### config.mk
export PLATFORM = sky130hd
export DESIGN_NAME = irq_latch_reg
export DESIGN_NICKNAME = d
export VERILOG_FILES = /design/src/rtl/irq_latch_pkg.sv /design/src/rtl/irq_pin_sync.sv /design/src/rtl/irq_sense_detect.sv /design/src/rtl/irq_flag_cell.sv /design/src/rtl/irq_latch_reg.sv
export SDC_FILE = /design/constraint.sdc
export NUM_CORES = 1
export LEC_CHECK = 0
export ABC_AREA = 1
export CAP_MARGIN = 40
export CORE_ASPECT_RATIO = 1.25
export CORE_MARGIN = 2
export CORE_UTILIZATION = 41
export CTS_CLUSTER_DIAMETER = 100
export DETAILED_ROUTE_END_ITERATION = 6
export PLACE_DENSITY = 0.74
export SETUP_SLACK_MARGIN = 0.02
export SLEW_MARGIN = 20
export SYNTH_ARGS = -nofsm -noshare
export SYNTH_HDL_FRONTEND = slang
export SYNTH_HIERARCHICAL = 1
export SYNTH_SLANG_ARGS = --single-unit
### constraint.sdc
create_clock -name clk -period 1.47 [get_ports clk]
set_input_delay 0.441 -clock clk [delete_from_list [all_inputs] [get_ports clk]]
set_output_delay 0.441 -clock clk [all_outputs]
set_load 0.01 [all_outputs]
### src/rtl/irq_latch_pkg.sv
package irq_latch_pkg;

  typedef enum logic [1:0] {
    SENSE_FALL = 2'b00,
    SENSE_RISE = 2'b01,
    SENSE_LOW  = 2'b10,
    SENSE_HIGH = 2'b11
  } sense_e;

  function automatic logic mode_is_level(sense_e m);
    return (m == SENSE_LOW) || (m == SENSE_HIGH);
  endfunction

endpackage

### src/rtl/irq_pin_sync.sv
module irq_pin_sync #(
  parameter int WIDTH  = 8,
  parameter int STAGES = 2
) (
  input  logic             clk,
  input  logic             rst,
  input  logic [WIDTH-1:0] pin_i,
  output logic [WIDTH-1:0] sync_o,
  output logic [WIDTH-1:0] prev_o,
  output logic             ready_o
);
  localparam int WARM  = STAGES + 1;
  localparam int CNT_W = $clog2(WARM + 1);

  logic [WIDTH-1:0] stage_q [STAGES];
  logic [WIDTH-1:0] prev_q;
  logic [CNT_W-1:0] warm_q;

  always_ff @(posedge clk) begin
    if (rst) stage_q[0] <= '0;
    else     stage_q[0] <= pin_i;
  end

  for (genvar s = 1; s < STAGES; s++) begin : g_stage
    always_ff @(posedge clk) begin
      if (rst) stage_q[s] <= '0;
      else     stage_q[s] <= stage_q[s-1];
    end
  end

  always_ff @(posedge clk) begin
    if (rst) begin
      prev_q <= '0;
      warm_q <= '0;
    end else begin
      prev_q <= stage_q[STAGES-1];
      if (warm_q != CNT_W'(WARM)) warm_q <= warm_q + 1'b1;
    end
  end

  assign sync_o  = stage_q[STAGES-1];
  assign prev_o  = prev_q;
  assign ready_o = (warm_q == CNT_W'(WARM));
endmodule

### src/rtl/irq_sense_detect.sv
module irq_sense_detect
  import irq_latch_pkg::*;
(
  input  sense_e mode_i,
  input  logic   cur_i,
  input  logic   prev_i,
  input  logic   ready_i,
  output logic   event_o,
  output logic   active_o
);
  logic lvl_active;
  logic hit;

  always_comb begin
    lvl_active = 1'b0;
    hit        = 1'b0;
    unique case (mode_i)
      SENSE_FALL: hit = prev_i & ~cur_i;
      SENSE_RISE: hit = ~prev_i & cur_i;
      SENSE_LOW: begin
        lvl_active = ~cur_i;
        hit        = ~cur_i;
      end
      SENSE_HIGH: begin
        lvl_active = cur_i;
        hit        = cur_i;
      end
      default: hit = 1'b0;
    endcase
  end

  assign event_o  = hit & ready_i;
  assign active_o = lvl_active & ready_i;
endmodule

### src/rtl/irq_flag_cell.sv
module irq_flag_cell (
  input  logic clk,
  input  logic rst,
  input  logic live_i,
  input  logic event_i,
  input  logic active_i,
  input  logic accept_i,
  input  logic rd_en_i,
  input  logic wr_en_i,
  input  logic wr_bit_i,
  output logic flag_o,
  output logic flag_nxt_o,
  output logic armed_o
);
  logic flag_q, armed_q, blocked_q;
  logic flag_d, armed_d, blocked_d;
  logic clear_ok;

  assign clear_ok = wr_en_i & ~wr_bit_i & armed_q;

  always_comb begin
    if (live_i) flag_d = active_i & ~blocked_q & ~accept_i;
    else        flag_d = event_i | (flag_q & ~clear_ok);

    if (!active_i)            blocked_d = 1'b0;
    else if (live_i && accept_i) blocked_d = 1'b1;
    else                      blocked_d = blocked_q;

    if (wr_en_i)                armed_d = 1'b0;
    else if (rd_en_i && flag_q) armed_d = 1'b1;
    else                        armed_d = armed_q;
  end

  always_ff @(posedge clk) begin
    if (rst) begin
      flag_q    <= 1'b0;
      armed_q   <= 1'b0;
      blocked_q <= 1'b0;
    end else begin
      flag_q    <= flag_d;
      armed_q   <= armed_d;
      blocked_q <= blocked_d;
    end
  end

  assign flag_o     = flag_q;
  assign flag_nxt_o = flag_d;
  assign armed_o    = armed_q;
endmodule

### src/rtl/irq_latch_reg.sv
module irq_latch_reg
  import irq_latch_pkg::*;
#(
  parameter int NUM_PINS    = 8,
  parameter int WORD_W      = 32,
  parameter int SYNC_STAGES = 2
) (
  input  logic                  clk,
  input  logic                  rst,
  input  logic [NUM_PINS-1:0]   irq_pin_i,
  input  logic [2*NUM_PINS-1:0] sense_cfg_i,
  input  logic                  lvl_report_i,
  input  logic [NUM_PINS-1:0]   accept_i,
  input  logic [NUM_PINS-1:0]   mask_i,
  input  logic                  rd_en_i,
  input  logic                  wr_en_i,
  input  logic [WORD_W-1:0]     wr_data_i,
  output logic [WORD_W-1:0]     rd_data_o,
  output logic [NUM_PINS-1:0]   req_o
);
  localparam int TOP_BIT = WORD_W - 1;
  localparam int LOW_W   = WORD_W - NUM_PINS;

  logic [NUM_PINS-1:0] pin_sync, pin_prev;
  logic                det_ready;
  logic [NUM_PINS-1:0] flag_vec, flag_nxt, armed_vec, live_vec, evt_vec, act_vec;
  logic [WORD_W-1:0]   status_word;
  logic [WORD_W-1:0]   rd_q;
  logic [NUM_PINS-1:0] req_q;

  irq_pin_sync #(
    .WIDTH (NUM_PINS),
    .STAGES(SYNC_STAGES)
  ) u_sync (
    .clk    (clk),
    .rst    (rst),
    .pin_i  (irq_pin_i),
    .sync_o (pin_sync),
    .prev_o (pin_prev),
    .ready_o(det_ready)
  );

  for (genvar p = 0; p < NUM_PINS; p++) begin : g_pin
    sense_e mode;
    assign mode        = sense_e'(sense_cfg_i[2*p +: 2]);
    assign live_vec[p] = mode_is_level(mode) & lvl_report_i;

    irq_sense_detect u_det (
      .mode_i  (mode),
      .cur_i   (pin_sync[p]),
      .prev_i  (pin_prev[p]),
      .ready_i (det_ready),
      .event_o (evt_vec[p]),
      .active_o(act_vec[p])
    );

    irq_flag_cell u_cell (
      .clk       (clk),
      .rst       (rst),
      .live_i    (live_vec[p]),
      .event_i   (evt_vec[p]),
      .active_i  (act_vec[p]),
      .accept_i  (accept_i[p]),
      .rd_en_i   (rd_en_i),
      .wr_en_i   (wr_en_i),
      .wr_bit_i  (wr_data_i[TOP_BIT-p]),
      .flag_o    (flag_vec[p]),
      .flag_nxt_o(flag_nxt[p]),
      .armed_o   (armed_vec[p])
    );

    assign status_word[TOP_BIT-p] = flag_vec[p];
  end

  assign status_word[LOW_W-1:0] = '0;

  always_ff @(posedge clk) begin
    if (rst) begin
      rd_q  <= '0;
      req_q <= '0;
    end else begin
      if (rd_en_i) rd_q <= status_word;
      req_q <= flag_nxt & ~mask_i;
    end
  end

  assign rd_data_o = rd_q;
  assign req_o     = req_q;
endmodule

# After elaboration in Yosys (flattened, before gate mapping)
# Memory sizes are Yosys's and may differ from the RTL's.
# Cells that the tools add are included.
dict set report totals {
  ff_bits 50
  ramBits 16
  in_bits 77
  out_inout_bits 40
  wordCells 274
  mem_count 1
}
# memory words word_bits rd rd_ports_with_merged_regs write_ports line
set memory_table {}
lappend memory_table {u_sync.stage_q 2 8 2 0 2 irq_pin_sync.sv:15} ;# logic [WIDTH-1:0] stage_q [STAGES];
dict set report classes {
  addsub 1
  n_eq_ne 26
  n_mux 29
  n_bitwise 148
  reduce_logical 41
}
# operator count
set ops {}
lappend ops {{$and A1 B1 Y1} 80}
lappend ops {{$not A1 Y1} 56}
lappend ops {{$eq A2 B2 Y1 const B} 17}
lappend ops {{$pmux W1 S4} 8}
lappend ops {{$reduce_or A2 Y1} 9}
lappend ops {{$eq A2 B1 Y1 const B} 8}
lappend ops {{$logic_and A1 B1 Y1} 16}
lappend ops {{$logic_not A2 Y1} 8}
lappend ops {{$mux W8} 2}
lappend ops {{$pmux W1 S2} 8}
lappend ops {{$mux W1} 11}
lappend ops {{$or A1 B1 Y1} 10}
lappend ops {{$and A8 B8 Y8} 1}
lappend ops {{$logic_or A1 B1 Y1} 8}
lappend ops {{$not A8 Y8} 1}
lappend ops {{$add A2 B1 Y2 const B} 1}
lappend ops {{$ne A2 B2 Y1 const B} 1}

# Longest topological paths before layout
dict set report logic_depth {
  depth_word 8
  depth_mapped 10
  ltp_nobuf 10
}

# Modules after synthesis
# Netlist, hierarchy kept.
# mod instances cells_each area_per_inst_um2 seq_area_each_um2
set modules_own_cells {}
lappend modules_own_cells {irq_flag_cell 8 21 142.6 60.1}
lappend modules_own_cells {irq_latch_reg 1 118 825.8 320.3}
lappend modules_own_cells {irq_pin_sync 1 90 803.3 520.5}
lappend modules_own_cells {irq_sense_detect 8 14 60.1 0.0}

# Worst setup path before layout
# Ideal clock, no wire load.
dict set report synth_path {
  path_kind {reg2reg}
  from {reg u_sync.warm_q[0]}
  to {reg req_q[0], in the netlist req_o[0]}
  setup_time_ns 0.064
  t_arrival_ns 1.341
  required_time_ns 1.406
  slack_ns 0.065
  path_stages_with_launch 10
  path_buffers 0
  synth_period_minus_slack_ns 1.405
  cell_sequence {dfxtp_1 > ha_1 > nand2_1 > nor2_1 > nand2_1 > o21ai_2 > nand2_1 > inv_1 > nand2_1 > nor2_1}
}
dict set report synth_between {
  elab_chain_len 6
  elab_cells_between_ends 8
  classes_between {eq/ne (1); mux (1); bitwise (6)}
}
# item line
set synth_lines {}
lappend synth_lines {{start, declared} irq_pin_sync.sv:17} ;# logic [CNT_W-1:0] warm_q;
lappend synth_lines {{start signal, assigned} irq_pin_sync.sv:37} ;# if (warm_q != CNT_W'(WARM)) warm_q <= warm_q + 1'b1;
lappend synth_lines {{$eq A2 B2 Y1} irq_pin_sync.sv:43} ;# assign ready_o = (warm_q == CNT_W'(WARM));
lappend synth_lines {{net det_ready} irq_latch_reg.sv:25} ;# logic det_ready;
lappend synth_lines {{$and A1 B1 Y1} irq_sense_detect.sv:33} ;# assign active_o = lvl_active & ready_i;
lappend synth_lines {{net act_vec[0]} irq_latch_reg.sv:26} ;# logic [NUM_PINS-1:0] flag_vec, flag_nxt, armed_vec, live_vec, evt_vec, act_vec;
lappend synth_lines {{$and A1 B1 Y1 (2 in series)} irq_flag_cell.sv:22} ;# if (live_i) flag_d = active_i & ~blocked_q & ~accept_i;
lappend synth_lines {{$mux W1} irq_flag_cell.sv:22}
lappend synth_lines {{net flag_nxt[0]} irq_latch_reg.sv:26}
lappend synth_lines {{$and A8 B8 Y8} irq_latch_reg.sv:83} ;# req_q <= flag_nxt & ~mask_i;
lappend synth_lines {{end signal, assigned} irq_latch_reg.sv:83}
lappend synth_lines {{end, declared} irq_latch_reg.sv:29} ;# logic [NUM_PINS-1:0] req_q;
# The timed path passes the listed nets, and every way through them passes these cells.
# A chain may end at the register's enable or synchronous reset.

# Worst setup path after layout
dict set report layout_path {
  from {reg rd_q[25], in the netlist rd_data_o[25]}
  to {out rd_data_o[25]}
}
# item line
set layout_rtl {}
lappend layout_rtl {{start, declared} irq_latch_reg.sv:28} ;# logic [WORD_W-1:0] rd_q;
lappend layout_rtl {{start signal, assigned} irq_latch_reg.sv:82} ;# if (rd_en_i) rd_q <= status_word;
lappend layout_rtl {{end, declared} irq_latch_reg.sv:18} ;# output logic [WORD_W-1:0] rd_data_o,
# No word-level cell between the ends.

==> flow_metrics.tcl <==
set metrics [dict create \
    status "finished, final reports clean" \
    initial_core_util_pct 42.0 \
    ys_ff_latch 66 \
    utilization_pct 55.2 \
    cts_tree "done" \
    grt_max_degree 25 \
    holdCritPathClass "flip-flop to flip-flop" \
    core_sq_mm 0.00775 \
    yosys_warnings 6 \
    grt_use_total_pct 14.5 \
    maxSlewViolCount 0 \
    antenna_found_initial 0 \
    final_common_cell "nand2_1" \
    initialDrtViolationCount 62 \
    hold_viol_final 0 \
    period_minus_slack_ns 1.38 \
    ys_top_cells_by_area "dfxtp_1 (41%), nand2_1 (14%), inv_1 (12%), nor2_1 (9.6%), buf_4 (5.5%)" \
    power_mw 3.96 \
    root_buffer "clkbuf_8" \
    period_share_pct 93.6 \
    crit_family "flip-flops" \
    cts.sink_count 66 \
    synth_area_per_cell_sq_um 6.66 \
    n_fill_cell 749 \
    crit_type "flip-flop to output port" \
    grt_pass1_wl_um 10300 \
    num_rows 36 \
    io_pins 117 \
    grt_pass1_vias 2512 \
    drive_gt1_share_pct 16.3 \
    clkLatencyLatePin_ns 0.33 \
    antenna_cells 0 \
    ys_seq_area_share_pct 40.6 \
    dp_cells 652 \
    grt_remaining_overflow 0 \
    fin_tns_setup_ns 0 \
    yosysUniqueCellTypes 19 \
    fmax_mhz 727 \
    cts_buffer_depth 2 \
    slowest_delay_ns 0.34 \
    drt_wl_total_um 6190 \
    routedWlPerCell_um 9.22 \
    maxCapViolations 0 \
    synth_area_sq_mm 0.00325 \
    layout_common_cells "nand2_1 (111), inv_1 (103), nor2_1 (78)" \
    cp-end-kind "output port" \
    cp.required_ns 1.03 \
    drt_first_pass_iters 4 \
    finalClockSkew_ns 0.00454 \
    h-tree-depth 3 \
    startpoint_type "flip-flop" \
    crit_path_cell_trace "dlygate4sd2_1" \
    routed_via_density 4.18 \
    path_clk_slew_ns 0.07 \
    drc_errors 0 \
    postLayoutCellArea_sq_mm 0.00427 \
    critPathSlowestCell "dfxtp_1" \
    cp_max_fo 2 \
    die-area_sq_mm 0.00866 \
    netlist.area_leader.share_pct 40.6 \
    yosysTopAreaCell "dfxtp_1" \
    arrival_ns 0.94 \
    p_per_area_mw_per_mm2 927 \
    cts-buffers-inserted 9 \
    ir_drop_v 0.000549 \
    rsz0062_at_grt "yes" \
    hpwl_um 4680 \
    setup_viol 0 \
    num_vias 2807 \
    nets 650 \
    syn_to_final_growth_pct 31.4 \
    postCtsHoldBufs 0 \
    synthCells 488 \
    die_w_um 83.6 \
    portBuffers 68 \
    final_cells 671 \
    place_congestion 0.765 \
    antenna_left 0 \
    path_buf_inv 1 \
    die_h_um 104 \
    place_area_sq_mm 0.00398 \
    cellLeakagePower_nw 2.26 \
]
[synth_stat cells (all sizes together)]
| cell | count |
|---|---|
| inv | 116 |
| dfxtp | 66 |
| nand3 | 8 |
| ha | 2 |
| nor3b | 8 |
| o21ai | 16 |
| a21oi | 16 |
| nor2 | 100 |
| nand2 | 124 |
| conb | 1 |
| buf | 31 |
[power by group]
group	switching [mW]	total (mW)	internal, mW
combinational	0.352	0.667	0.315
clock	0.626	1.37	0.746
sequential	0.0477	1.92	1.87
[stage by stage]
step	setup WS (ns)	hold slack, ns
after floorplan	0.0654	0.388
after global placement	-0.270	0.389
after detailed placement	-0.315	0.392
after CTS	0.0244	0.401
after global routing	-0.0174	0.412
final	0.0939	0.400
[kinds of logic (layout without fill, tap and decap cells)]
family / Yosys count / count (layout) / share of synthesized area (%)
AO/OA/AOI/OAI: 32 / 32 / 6.77
adder cells (fa/ha/maj): 2 / 2 / 0.770
buffers and inverters: 147 / 212 / 21.3
flip-flops: 66 / 66 / 40.6
other: 1 / 24 / 0.115
AND/OR/NAND/NOR: 240 / 240 / 30.4
[final cells by class]
type	instances	area [sq um]	share of cell area (%)
multi-input cells	298	1380	32.3
flip-flops and latches	66	1330	31.1
clock buffers	14	173	4.04
clock inverters	2	10.0	0.234
well taps	95	119	2.78
repair buffers	80	826	19.3
inverters	116	435	10.2
[metal layers]
metal  GRT usage, %  vias to the layer above  routed length [um]
met2           25.8                       60                3150
li1               -                     1519                   -
met1           15.3                     1215                2580
met3           3.75                       13                 301
met4           8.06                        0                 156
met5              0                        -                   0
[registers in the layout, indices dropped and copies added, names as in the netlist]
signal	flops
u_sync/prev_o	8
g_pin.u_cell/blocked_q	8
g_pin.u_cell/armed_o	8
rd_data_o	8
u_sync/stage_q	16
req_o	8
u_sync/warm_q	2
g_pin.u_cell/flag_o	8
[path summary, 6_finish.rpt]
check	startpoint	endpoint	slack, ns	cells past startpoint
setup / recovery	rd_data_o[25]	rd_data_o[25]	0.09	1
hold / removal	u_sync/stage_q[0][3]	u_sync/stage_q[1][3]	0.40	2
setup reg to reg	u_sync/warm_q[1]	req_o[5]	0.11	10
hold reg to reg	u_sync/stage_q[0][3]	u_sync/stage_q[1][3]	0.40	2
[worst reg2reg max path: cells and delay by family (launching register included)]
kind	cells	cell delay [ns]
buffers and inverters	2	0.19
and+or+nand+nor	6	0.46
adders and majority gates	1	0.15
AOI/OAI and AO/OA	1	0.14
DFF	1	0.37
[what timing repair did]
action,CTS,global route
pin swaps,0,28
setup buffers,0,3
setup endpoints to repair,22,11
gates resized for setup,17,42
No activity file was read; power rests on OpenSTA's default activity.
